$ cat config.mk
export PLATFORM = sky130hd
export DESIGN_NAME = decerr_capture
export DESIGN_NICKNAME = d
export VERILOG_FILES = /design/src/rtl/decerr_pkg.sv /design/src/rtl/decerr_slot.sv /design/src/rtl/decerr_irq.sv /design/src/rtl/decerr_capture.sv
export SDC_FILE = /design/constraint.sdc
export NUM_CORES = 1
export LEC_CHECK = 0
export ABC_AREA = 1
export BUFFER_PORTS_ARGS = -buffer_cell sky130_fd_sc_hd__buf_2
export CORE_MARGIN = 5
export CORE_UTILIZATION = 49
export DETAILED_ROUTE_END_ITERATION = 12
export HOLD_SLACK_MARGIN = 0.08
export PLACE_DENSITY = 0.85
export SYNTH_ARGS = -nofsm -noshare
export SYNTH_HDL_FRONTEND = slang
export SYNTH_SLANG_ARGS = --single-unit
$ cat constraint.sdc
create_clock -name clk_i -period 2.85 [get_ports clk_i]
set_input_delay 0.57 -clock clk_i [delete_from_list [all_inputs] [get_ports clk_i]]
set_output_delay 0.57 -clock clk_i [all_outputs]
set_load 0.1 [all_outputs]
$ cat src/rtl/decerr_pkg.sv
package decerr_pkg;
  localparam int unsigned NUM_SRC = 3;
  typedef enum logic [1:0] {
    SRC_BUS    = 2'd0,
    SRC_EXTMEM = 2'd1,
    SRC_REMAP  = 2'd2
  } decerr_src_e;
endpackage

$ cat src/rtl/decerr_slot.sv
module decerr_slot #(
  parameter int unsigned ADDR_W = 32,
  parameter int unsigned INFO_W = 16
) (
  input  logic              clk_i,
  input  logic              rst_ni,
  input  logic              err_i,
  input  logic [ADDR_W-1:0] addr_i,
  input  logic [INFO_W-1:0] info_i,
  input  logic              clr_i,
  output logic              pend_o,
  output logic [ADDR_W-1:0] addr_o,
  output logic [INFO_W-1:0] info_o
);
  logic              pend_q;
  logic [ADDR_W-1:0] addr_q;
  logic [INFO_W-1:0] info_q;
  logic              take;

  assign take = err_i & ~pend_q;

  always_ff @(posedge clk_i or negedge rst_ni) begin
    if (!rst_ni) begin
      pend_q <= 1'b0;
    end else begin
      // a fresh error beats a same-cycle clear
      pend_q <= err_i | (pend_q & ~clr_i);
    end
  end

  always_ff @(posedge clk_i or negedge rst_ni) begin
    if (!rst_ni) begin
      addr_q <= '0;
      info_q <= '0;
    end else if (take) begin
      addr_q <= addr_i;
      info_q <= info_i;
    end
  end

  assign pend_o = pend_q;
  assign addr_o = addr_q;
  assign info_o = info_q;

  assert_set_R2: assert property (@(posedge clk_i) disable iff (!rst_ni)
    err_i |=> pend_q);
  assert_capture_R3: assert property (@(posedge clk_i) disable iff (!rst_ni)
    (err_i && !pend_q) |=> (addr_q == $past(addr_i)) && (info_q == $past(info_i)));
  assert_hold_R4: assert property (@(posedge clk_i) disable iff (!rst_ni)
    pend_q |=> $stable(addr_q) && $stable(info_q));
  assert_clear_R5: assert property (@(posedge clk_i) disable iff (!rst_ni)
    (clr_i && !err_i) |=> !pend_q);
  assert_keep_R5: assert property (@(posedge clk_i) disable iff (!rst_ni)
    (pend_q && !clr_i) |=> pend_q);
  assert_err_wins_R6: assert property (@(posedge clk_i) disable iff (!rst_ni)
    (clr_i && err_i) |=> pend_q);
endmodule

$ cat src/rtl/decerr_irq.sv
module decerr_irq #(
  parameter int unsigned N = 3
) (
  input  logic         clk_i,
  input  logic         rst_ni,
  input  logic         mask_we_i,
  input  logic [N-1:0] mask_data_i,
  input  logic [N-1:0] pend_i,
  output logic [N-1:0] mask_o,
  output logic         irq_o
);
  logic [N-1:0] mask_q;
  logic [N-1:0] live;

  always_ff @(posedge clk_i or negedge rst_ni) begin
    if (!rst_ni)        mask_q <= '0;
    else if (mask_we_i) mask_q <= mask_data_i;
  end

  assign live   = pend_i & mask_q;
  assign irq_o  = |live;
  assign mask_o = mask_q;

  assert_masked_quiet_R7: assert property (@(posedge clk_i) disable iff (!rst_ni)
    (pend_i == '0) |-> !irq_o);
  assert_all_masked_R7: assert property (@(posedge clk_i) disable iff (!rst_ni)
    (mask_o == '0) |-> !irq_o);
  assert_mask_load_R8: assert property (@(posedge clk_i) disable iff (!rst_ni)
    mask_we_i |=> mask_o == $past(mask_data_i));
  assert_mask_hold_R8: assert property (@(posedge clk_i) disable iff (!rst_ni)
    !mask_we_i |=> $stable(mask_o));
endmodule

$ cat src/rtl/decerr_capture.sv
module decerr_capture
  import decerr_pkg::*;
#(
  parameter int unsigned ADDR_W = 32,
  parameter int unsigned INFO_W = 16
) (
  input  logic                      clk_i,
  input  logic                      rst_ni,
  input  logic [NUM_SRC-1:0]        err_i,
  input  logic [NUM_SRC*ADDR_W-1:0] err_addr_i,
  input  logic [NUM_SRC*INFO_W-1:0] err_info_i,
  input  logic                      clr_we_i,
  input  logic [NUM_SRC-1:0]        clr_data_i,
  input  logic                      mask_we_i,
  input  logic [NUM_SRC-1:0]        mask_data_i,
  output logic [NUM_SRC-1:0]        status_o,
  output logic [NUM_SRC-1:0]        mask_o,
  output logic [NUM_SRC*ADDR_W-1:0] cap_addr_o,
  output logic [NUM_SRC*INFO_W-1:0] cap_info_o,
  output logic                      irq_o
);
  logic [NUM_SRC-1:0] clr_hit;
  logic [NUM_SRC-1:0] pend;

  assign clr_hit = clr_data_i & {NUM_SRC{clr_we_i}};

  for (genvar k = 0; k < NUM_SRC; k++) begin : g_src
    decerr_slot #(
      .ADDR_W(ADDR_W),
      .INFO_W(INFO_W)
    ) i_slot (
      .clk_i (clk_i),
      .rst_ni(rst_ni),
      .err_i (err_i[k]),
      .addr_i(err_addr_i[k*ADDR_W +: ADDR_W]),
      .info_i(err_info_i[k*INFO_W +: INFO_W]),
      .clr_i (clr_hit[k]),
      .pend_o(pend[k]),
      .addr_o(cap_addr_o[k*ADDR_W +: ADDR_W]),
      .info_o(cap_info_o[k*INFO_W +: INFO_W])
    );
  end

  decerr_irq #(.N(NUM_SRC)) i_irq (
    .clk_i      (clk_i),
    .rst_ni     (rst_ni),
    .mask_we_i  (mask_we_i),
    .mask_data_i(mask_data_i),
    .pend_i     (pend),
    .mask_o     (mask_o),
    .irq_o      (irq_o)
  );

  assign status_o = pend;

  assert_irq_needs_both_R7: assert property (@(posedge clk_i) disable iff (!rst_ni)
    irq_o |-> ((status_o & mask_o) != '0));
endmodule

# Word level (Yosys, flattened, before mapping)
# Index checks and enable logic that the tools add are counted.
[totals]
regBits = 150
romBits = 0
word_cells = 28
mem_bits_rw = 0
n_memories = 0
latch_bits = 0
input_bits = 157
[classes]
muxes = 0
add_sub_neg = 0
n_eq_ne = 0
bitwise = 17
n_shift = 0
magnitude_cmp = 0
n_reduce_logical = 1
div = 0
n_mul = 0
[op_table]
columns = ["cell", "n"]
rows = [
  ["AND 1 bit", 6],
  ["AND 3 bit", 2],
  ["inverter 1 bit", 6],
  ["OR 1 bit", 3],
  ["OR reduction 3 bit", 1],
]

# Logic depth before layout (Yosys ltp)
# Gate-level depths: netlist of run 1.
[depth]
ltp_word = 4
depth_mapped = 6

# Cells and area by module
# Synthesis of run 1 repeated with hierarchy kept, for this count alone.
[hier_totals]
hier_cells = 658
hier_area_um2 = 6014.5
[by_module_without_submodules]
columns = ["module", "seq_area_each_um2", "cells_each", "instances", "area_each_um2"]
rows = [
  ["decerr_slot", 1226.2, 212, 3, 1954.4],
  ["decerr_irq", 75.1, 16, 1, 128.9],
  ["decerr_capture", 0.0, 6, 1, 22.5],
]

# Least setup slack after synthesis of run 1
# OpenSTA, ideal clock, no wires.
[synth_path]
path_type = "flip-flop to output port"
startpoint = "register i_irq.mask_q[1], in the netlist i_irq.mask_o[1]"
endpoint = "output port irq_o"
stages_incl_launch_ff = 3
path_buffers = 0
path_slack_ns = 0.473
t_arrival_ns = 1.807
path_cell_list = "dfrtp_1 nand2_1 nand3_1"
[synth_via]
elab_chain_cells = 2
[synth_rtl]
columns = ["element", "line", "text"]
rows = [
  ["start: declaration", "decerr_irq.sv:12", "logic [N-1:0] mask_q;"],
  ["start signal: assignment", "decerr_irq.sv:17", "else if (mask_we_i) mask_q <= mask_data_i;"],
  ["AND 3 bit", "decerr_irq.sv:20", "assign live = pend_i & mask_q;"],
  ["OR reduction 3 bit", "decerr_irq.sv:21", "assign irq_o = |live;"],
  ["end: declaration", "decerr_capture.sv:20", "output logic irq_o"],
]
# Every way passes these cells.

# Worst setup path after layout of run 1
[layout_path]
startpoint = "register g_src[0].i_slot.pend_q"
endpoint = "output port irq_o"
[layout_via]
elab_chain_cells = 2
[layout_rtl]
columns = ["element", "line", "text"]
rows = [
  ["start: declaration", "decerr_slot.sv:15", "logic pend_q;"],
  ["start signal: assignment", "decerr_slot.sv:27", "pend_q <= err_i | (pend_q & ~clr_i);"],
  ["AND 3 bit", "decerr_irq.sv:20", ""],
  ["OR reduction 3 bit", "decerr_irq.sv:21", ""],
]
# Every way passes these cells.

==> out/metrics.cfg, run 1 <==
[status]
status=finished clean

[timing]
setup_total_negative_slack_ns=0
slew_headroom_pct=40.85
drv_slew=0
fin_worst_skew_ns=0.009946
fin_ws_ns=0.8103
finalHoldViolCount=0
min_period_ns=2.040
worst_pin_slew_ns=0.8841
rsz0062_at_grt=false
fin_crit_sh_pct=71.57
setup_viol=0
fmax_mhz=490.3

[yosys]
avgSynthCellArea_um2=9.229
yosysSeqAreaShare_pct=61.25
synth-seq-cells=150
synthDistinctLibCells=12
yosys_warnings=0
synth_area_um2=6128
synth_cells=664
synthesis.nets=821

[critical_path]
path_class=reg -> out
cp.required_ns=2.28
crit_family=flip-flops
reg2reg_from=g_src[1].i_slot.pend_o
worst-path-buf-inv=1
crit_end=irq_o
cp_num_cells=3
r2r_cells=4
critPathSlowestCell=dfrtp_1
cp-start-kind=flop
path_cells=nand2_1 -> nand3_1 -> buf_2
critPathMaxFanout=4
cpPeakStageDelay_ns=0.44
regToRegSetupSlack_ns=1.37
crit_path_end_kind=output pin
crit_start=g_src[0].i_slot.pend_o
reg2reg_to=g_src[1].i_slot.addr_o[22]
worstPathArrival_ns=1.47

[finish]
fill_cells=1013
drive_gt1_share_pct=38.23
area_delta_synth_final_pct=32.09
fin_util_pct=66.84
fin_nets=1105
n_antenna_cell=0

[grt]
grt_pass1_wl_um=27230
grt_pass1_vias=5274
grt_usage_pct=23.56
grt_max_degree=63
grt-ovfl-total=0
antenna_found_initial=0

[detailed_routing]
drtPass1Iterations=5
routed.top_layer=met4
drt_iter0_markers=547
wl_met3_um=1525
route.met2.wl_um=9226
routedWlPerCell_um=15.85
ant_nets=0
wl_met1_um=6688
vias=5616
wl_um=17880
drc=0
viasPerCell=4.979

[clocking]
cts_buffers=17
clk_latency_ns=0.42
cts.hold.buffers_added=0
cts_tree=yes
clkTransAtPathRegs_ns=0.05
h-tree-depth=4
cts_setup_buffers=0
cts_sinks=150
cts_root_buf=clkbuf_16
post_cts_resized=0
cts_max_path_buffers=2

[placement]
place_worst_setup_slack_ns=1.117
port_buffers=307
dpl.hpwl_um=12760
finalWeightedCongestion=0.8369

[floorplan]
core-area_um2=12110
die_w_um=121.8
die_area_um2=14840
initial_core_util_pct=50.60
pin_count=308
num_rows=40
die_h_um=121.8

[pwr]
p_leak_nw=4.776
p_per_area_nw_per_um2=1141
irDropWorstVdd_uv=827.8

[run]
maxCapViolCount=0

[worst_hold_path]
holdCritPathClass=in -> async

[area by class of cell]
| cell class | instances | area, um^2 | area share [%] |
|---|---|---|---|
| multi-input cells | 454 | 1952 | 24.11 |
| inverters | 9 | 33.78 | 0.4173 |
| well taps | 168 | 210.2 | 2.597 |
| clock inverters | 4 | 20.02 | 0.2473 |
| repair buffers | 316 | 1623 | 20.05 |
| flip-flops and latches | 150 | 3754 | 46.37 |
| clock buffers | 27 | 503.0 | 6.213 |
[worst min path at each step]
stage	start	endpoint	slack, ns	cells after the start
3_3_place_gp	g_src[1].i_slot.addr_o[28]	g_src[1].i_slot.addr_o[28]	0.45	2
4_1_cts	rst_ni	g_src[1].i_slot.info_o[3]	0.14	1
6_report	rst_ni	g_src[1].i_slot.addr_o[23]	0.14	1
2_1_floorplan	rst_ni	g_src[0].i_slot.addr_o[0]	0.27	0
3_5_place_dp	g_src[1].i_slot.addr_o[6]	g_src[1].i_slot.addr_o[6]	0.45	2
5_1_grt	rst_ni	g_src[1].i_slot.info_o[3]	0.16	1
[report_power, final]
group	switching, mW	internal, mW	leakage (nW)	total [mW]
registers	0.254	2.56	1.86	2.82
clock network	0.801	1.19	0.261	2.00
logic	3.86	0.560	2.65	4.43
total	4.92	4.32	4.78	9.24
[placed cells by master, fill, tap and decap left out]
| master | Yosys | final |
|---|---|---|
| buf_2 | 27 | 306 |
| nand2_1 | 283 | 283 |
| dfrtp_1 | 150 | 150 |
| nand3_1 | 145 | 145 |
| nand2_2 | 22 | 22 |
| clkbuf_16 | 0 | 17 |
| buf_4 | 9 | 8 |
| inv_1 | 6 | 6 |
| clkbuf_1 | 0 | 6 |
| clkbuf_8 | 0 | 4 |
| clkinv_2 | 0 | 4 |
| inv_2 | 3 | 3 |
| o21ai_0 | 3 | 3 |
| nand2_4 | 1 | 1 |
| buf_6 | 13 | 1 |
| buf_12 | 2 | 1 |
[through the flow]
stage	cell area (um^2)	power, mW	hold WS [ns]	cells
after floorplan	6128	6.482	0.2744	664
after CTS	8095	9.280	0.1359	1128
after global placement	7572	7.223	0.4485	1097
final	8095	9.236	0.1352	1128
after global routing	8095	9.564	0.1582	1128
after detailed placement	7572	7.279	0.4529	1097
[synthesized netlist by cell type (all sizes together)]
cell	count	share of area, %
buf	51	6.3
dfrtp	150	61
inv	9	0.55
nand2	306	20
nand3	145	12
o21ai	3	0.24
[per-layer routing]
layer / GRT usage, % / up-vias
met5: 0 / -
met4: 9.244 / 0
met3: 6.732 / 32
met2: 39.61 / 272
met1: 28.73 / 2646
li1: - / 2666
[kinds of logic (layout without fill, tap and decap cells)]
group | count (synthesis) | in the layout | share of synthesized area [%]
DFF | 150 | 150 | 61.25
AOI/OAI and AO/OA | 3 | 3 | 0.2449
buffers and inverters | 60 | 356 | 6.901
and+or+nand+nor | 451 | 451 | 31.60
[sequential cells by signal (all words and copies together) (netlist names)]
name                 flops
g_src.i_slot.pend_o      3
g_src.i_slot.info_o     48
i_irq.mask_o             3
g_src.i_slot.addr_o     96
No activity file was read; power rests on OpenSTA's default activity.
==> run 2, diff against run 1 <==
--- a/config.mk
+++ b/config.mk
@@ -8,10 +8,10 @@
 export ABC_AREA = 1
 export BUFFER_PORTS_ARGS = -buffer_cell sky130_fd_sc_hd__buf_2
 export CORE_MARGIN = 5
-export CORE_UTILIZATION = 49
+export CORE_UTILIZATION = 46
 export DETAILED_ROUTE_END_ITERATION = 12
 export HOLD_SLACK_MARGIN = 0.08
-export PLACE_DENSITY = 0.85
+export PLACE_DENSITY = 0.81
 export SYNTH_ARGS = -nofsm -noshare
 export SYNTH_HDL_FRONTEND = slang
 export SYNTH_SLANG_ARGS = --single-unit
==> constraint.sdc (replaced) <==
create_clock -name clk_i -period 2.1 [get_ports clk_i]
set_input_delay 0.42 -clock clk_i [delete_from_list [all_inputs] [get_ports clk_i]]
set_output_delay 0.42 -clock clk_i [all_outputs]
set_load 0.1 [all_outputs]
==> run 2 against run 1 <==
Against the previous run: final cell count is 0.89% higher; clock power is 43% higher; power is 37% higher; non-clock buffer count is 5 higher; via count is 1.2% lower; sequential cell count stayed put; count of clock-buffer cells in the layout is 8 lower; first-iteration DRC count is 24% lower; critical path depth stayed put; wire length is 2.5% lower; clock skew is 0.00056 ns higher; largest power group unchanged.
==> out/metrics.cfg, run 2 (same netlist as run 1, synthesis figures left out) <==
[timing]
fin_crit_sh_pct=86.69
setup_viol=0
worst_pin_slew_ns=0.6212
min_period_ns=1.821
rsz0062_at_grt=false
fin_worst_skew_ns=0.01051
slew_headroom_pct=58.55
drv_slew=0
finalHoldViolCount=0
fmax_mhz=549.3
setup_total_negative_slack_ns=0
fin_ws_ns=0.2794

[floorplan]
num_rows=42
die_area_um2=15730
core-area_um2=13140
die_w_um=125.4
pin_count=308
initial_core_util_pct=46.65
die_h_um=125.4

[detailed_routing]
wl_um=17430
drc=0
routedWlPerCell_um=15.32
drt_iter0_markers=414
ant_nets=0
drtPass1Iterations=5
vias=5551
viasPerCell=4.878

[grt]
grt_usage_pct=22.31
grt-ovfl-total=0
grt_pass1_vias=5502
antenna_found_initial=0
grt_pass1_wl_um=28180
grt_max_degree=55

[critical_path]
reg2reg_from=g_src[0].i_slot.pend_o
cp-start-kind=flop
cp.required_ns=1.68
crit_path_end_kind=output pin
r2r_cells=4
worstPathArrival_ns=1.40
crit_start=g_src[0].i_slot.pend_o
path_class=reg -> out
critPathMaxFanout=4

[clocking]
h-tree-depth=4
cts_sinks=150
cts_tree=yes
post_cts_resized=0
clkTransAtPathRegs_ns=0.06
cts_setup_buffers=0
cts_buffers=17
clk_latency_ns=0.42
cts_max_path_buffers=2
cts_root_buf=clkbuf_16

[worst_hold_path]
holdCritPathClass=in -> reg
hold_depth=3
hp-start=mask_data_i[2]

[pwr]
irDropWorstVdd_uv=963.2
switching_power_mw=6.675
p_per_area_nw_per_um2=1543
p_leak_nw=4.830
swShare_pct=52.66
internal_power_mw=6.000
p_comb_share_pct=47.4
pwr-share-seq_pct=30.0
pwr-share-clk_pct=22.5

[finish]
final_cell_mix=buf_2 (306), nand2_1 (283), dfrtp_1 (150), nand3_1 (144), nand2_2 (22)
mostFrequentLayoutCell=buf_2
largest_reg_flops=96
drive_gt1_share_pct=38.88
fin_nets=1110
n_antenna_cell=0
fill_cells=1124
stdcell_area_um2=8214
area_delta_synth_final_pct=34.03

[status]
status=finished clean

[placement]
place_area_um2=7655
dpl.hpwl_um=12740
place_worst_setup_slack_ns=0.6885
port_buffers=307
finalWeightedCongestion=0.8580

[run]
maxCapViolCount=0

[run 2: cell count changes in the layout (fill, tap and decap cells not counted)]
cell and change:
bufinv_16 +2, clkinv_4 +2, dlygate4sd3_1 +1, nand3_2 +1, clkbuf_1 -5, clkbuf_8 -3
buf_4 +1, buf_12 +3, nand3_1 -1, inv_6 +1
[run 2: power by group through the flow]
stage	logic [mW]	clock network (mW)	registers (mW)
2_1_floorplan	0.693	0	8.11
3_3_place_gp	6.00	0	3.83
3_5_place_dp	6.05	0	3.84
4_1_cts	6.05	2.92	3.80
5_1_grt	6.23	3.07	3.88
6_report	6.01	2.86	3.81
[run 2: area by class of cell]
class	count	area (um^2)	area share (%)
clock buffers	19	442.9	5.392
clock inverters	9	106.4	1.295
inverters	9	33.78	0.4113
multi-input cells	454	1957	23.82
flip-flops and latches	150	3754	45.70
well taps	176	220.2	2.681
repair buffers	321	1700	20.70
[run 2: through the flow]
stage                     util (%)  std cells  power [mW]  hold WS (ns)
after floorplan                  -        664       8.799        0.1244
after global placement       58.27       1109       9.825        0.4202
after detailed placement     58.27       1109       9.884        0.4176
after CTS                    62.52       1138       12.78        0.1968
after global routing         62.52       1138       13.18        0.2155
final                        62.52       1138       12.67        0.2175
[run 2: final timing paths]
| check | end | slack (ns) |
|---|---|---|
| min reg2reg | g_src[0].i_slot.addr_o[19] | 0.46 |
| min in group asynchronous | g_src[0].i_slot.addr_o[3] | 0.55 |
| max | irq_o | 0.28 |
| min | i_irq.mask_o[2] | 0.22 |
| max reg2reg | g_src[0].i_slot.addr_o[16] | 0.75 |
| max in group asynchronous | g_src[0].i_slot.addr_o[26] | 0.96 |
[run 2: what timing repair did]
| item | in CTS | in global routing |
|---|---|---|
| setup endpoints to repair | 0 | 0 |
| hold endpoints to repair | 50 | 0 |
| hold buffers | 1 | 0 |
[run 2: critical path: stages, from the launching register on]
cell     delay [ns]
dfrtp_1        0.39
nand2_1        0.08
nand3_2        0.09
buf_2          0.43
[run 2: metal layers]
layer  vias up  routed length [um]  GRT usage [%]
li1       2685                   -              -
met1      2577                6770          27.22
met2       258                8666          36.82
met3        31                1558          7.676
met4         0                 437          8.227
met5         -                   0              0
==> run 3, diff against run 2 <==
--- a/config.mk
+++ b/config.mk
@@ -5,13 +5,13 @@
 export SDC_FILE = /design/constraint.sdc
 export NUM_CORES = 1
 export LEC_CHECK = 0
-export ABC_AREA = 1
+export ABC_AREA = 0
 export BUFFER_PORTS_ARGS = -buffer_cell sky130_fd_sc_hd__buf_2
 export CORE_MARGIN = 5
-export CORE_UTILIZATION = 46
+export CORE_UTILIZATION = 45
 export DETAILED_ROUTE_END_ITERATION = 12
 export HOLD_SLACK_MARGIN = 0.08
-export PLACE_DENSITY = 0.81
+export PLACE_DENSITY = 0.8
 export SYNTH_ARGS = -nofsm -noshare
 export SYNTH_HDL_FRONTEND = slang
 export SYNTH_SLANG_ARGS = --single-unit
==> run 3 against run 2 <==
Against the previous run: utilization is 2.2 points higher; die area shrank 1.7%; hold slack gained 0.0051 ns.
==> out/metrics.cfg, run 3 <==
[placement]
port_buffers=307
finalWeightedCongestion=0.7977
place_area_um2=7606
dpl.hpwl_um=11630

[yosys]
synth_cells=326
avgSynthCellArea_um2=18.05
yosysSeqAreaShare_pct=63.79
synth-seq-cells=150
synth_top_cell_area_share_pct=63.79
synth_ff_type=dfrtp_1
synth_edf_count=0
synth_area_leaders=dfrtp_1 (64%), mux2_2 (17%), mux2_4 (15%), buf_8 (1.5%), buf_6 (0.57%)
synthesis.nets=483
synth_area_um2=5884
yosys_warnings=0
synthArstFlopShare_pct=100.0
synth_top_cell_by_area=dfrtp_1
synthDistinctLibCells=12
ys_top_cells_by_count=dfrtp_1 (150), mux2_2 (87), mux2_4 (60)
synth_most_common_cell=dfrtp_1

[timing]
finalHoldViolCount=0
setup_total_negative_slack_ns=0
setup_viol=0
min_period_ns=1.976
fin_crit_sh_pct=94.08
fin_worst_skew_ns=0.004910
slew_headroom_pct=65.48
drv_slew=0
rsz0062_at_grt=false
worst_pin_slew_ns=0.5214
fmax_mhz=506.2

[floorplan]
pin_count=308
core-area_um2=12720
die_area_um2=15460
die_h_um=124.4
num_rows=41
initial_core_util_pct=46.25
die_w_um=124.4

[finish]
mostFrequentLayoutCell=buf_2
fin_nets=802
multi_input_area_um2=1966
regArea_um2=3754
n_antenna_cell=0
area_delta_synth_final_pct=39.91
final_cell_mix=buf_2 (306), dfrtp_1 (150), mux2_2 (87), mux2_4 (60), clkbuf_16 (17)
drive_gt1_share_pct=75.38
fill_cells=988
largest_reg_flops=96
stdcell_area_um2=8233

[critical_path]
worstPathArrival_ns=1.56
reg2reg_from=g_src[0].i_slot.pend_o
cp.required_ns=1.68
worst-path-buf-inv=2
path_cells=a222oi_1 -> inv_2 -> buf_2
reg2reg_to=g_src[0].i_slot.addr_o[29]
critPathSlowestCell=dfrtp_1
crit_path_end_kind=output pin
crit_start=g_src[1].i_slot.pend_o
path_class=reg -> out
r2r_cells=3
cpPeakStageDelay_ns=0.43
cp-start-kind=flop
crit_family=flip-flops
regToRegSetupSlack_ns=0.68
cp_num_cells=3
crit_end=irq_o
critPathMaxFanout=4

[clocking]
cts_root_buf=clkbuf_16
cts_sinks=150
clk_latency_ns=0.40
cts_max_path_buffers=2
cts_setup_buffers=0
cts_buffers=17
clkTransAtPathRegs_ns=0.05
post_cts_resized=0
cts_tree=yes
h-tree-depth=4

[pwr]
p_comb_share_pct=49.9
pwr-share-seq_pct=27.8
internal_power_mw=6.872
switching_power_mw=7.279
p_leak_nw=4.133
swShare_pct=51.44
p_per_area_nw_per_um2=1719
irDropWorstVdd_uv=1080
pwr-share-clk_pct=22.2

[run]
maxCapViolCount=0

[detailed_routing]
drc=0
routedWlPerCell_um=18.06
drtPass1Iterations=4
viasPerCell=4.699
vias=3900
drt_iter0_markers=119
wl_um=14990
ant_nets=0

[grt]
antenna_found_initial=0
grt_pass1_vias=4573
grt_pass1_wl_um=24100
grt_usage_pct=19.54
grt_max_degree=56
grt-ovfl-total=0

[worst_hold_path]
holdCritPathClass=in -> reg

[status]
status=finished clean

[run 3: changes by cell type in the layout (fill, tap and decap cells not counted), moves of 6 or more]
| cell | previous run | this run |
|---|---|---|
| mux2_4 | 0 | 60 |
| inv_1 | 6 | 0 |
| nand3_1 | 144 | 0 |
| mux2_2 | 0 | 87 |
| nand2_2 | 22 | 0 |
| nand2_1 | 283 | 3 |
[run 3: layer usage]
layer / wire length (um) / vias up / global-route usage (%)
met2: 7802 / 187 / 34.51
met3: 1489 / 26 / 8.919
met5: 0 / - / 0
met4: 282 / 0 / 6.834
met1: 5415 / 1900 / 20.49
li1: - / 1787 / -
[run 3: layout make-up]
cell class | instances | share of cell area, %
repair buffers | 318 | 20.38
flip-flops and latches | 150 | 45.59
well taps | 172 | 2.614
clock buffers | 23 | 5.684
inverters | 1 | 0.04559
clock inverters | 9 | 1.809
multi-input cells | 157 | 23.88
[run 3: how the worst min path moves through the flow]
stage / to / startpoint / depth (start not counted) / slack [ns]
after floorplan: g_src[0].i_slot.addr_o[0] / rst_ni / 0 / 0.12
after global placement: g_src[2].i_slot.addr_o[16] / rst_ni / 1 / 0.40
after detailed placement: g_src[2].i_slot.addr_o[20] / rst_ni / 1 / 0.41
after CTS: g_src[1].i_slot.pend_o / err_i[1] / 2 / 0.20
after global routing: g_src[2].i_slot.pend_o / err_i[2] / 2 / 0.21
final: g_src[1].i_slot.pend_o / err_i[1] / 2 / 0.22
[run 3: power by group through the flow]
stage / sequential (mW) / combinational [mW] / clock, mW
detailed placement: 3.98 / 7.10 / 0
floorplan: 8.93 / 0.924 / 0
CTS: 3.94 / 7.11 / 3.22
global route: 4.02 / 7.24 / 3.36
global placement: 3.93 / 7.05 / 0
finish: 3.94 / 7.07 / 3.14
[run 3: through the flow]
stage / cells / hold slack [ns] / worst slack, ns / total power, mW / utilization [%]
floorplan: 326 / 0.1244 / 0.08246 / 9.854 / -
global placement: 797 / 0.3975 / 0.5349 / 10.97 / 59.79
detailed placement: 797 / 0.4095 / 0.5371 / 11.08 / 59.79
CTS: 830 / 0.1987 / 0.09029 / 14.27 / 64.71
global route: 830 / 0.2072 / 0.05040 / 14.62 / 64.71
finish: 830 / 0.2226 / 0.1243 / 14.15 / 64.71
[run 3: kinds of logic (layout without fill, tap and decap cells)]
family                 after synthesis  count (layout)  synth area share, %
AO/OA/AOI/OAI                        4               4               0.5528
buffers and inverters               19             351                3.062
flip-flops                         150             150                63.79
AND/OR/NAND/NOR                      6               6               0.6380
multiplexers                       147             147                31.96
[run 3: timing repair]
action | CTS | global route
hold buffers | 1 | 0
endpoints found under the setup margin | 0 | 0
endpoints found under the hold margin | 50 | 0
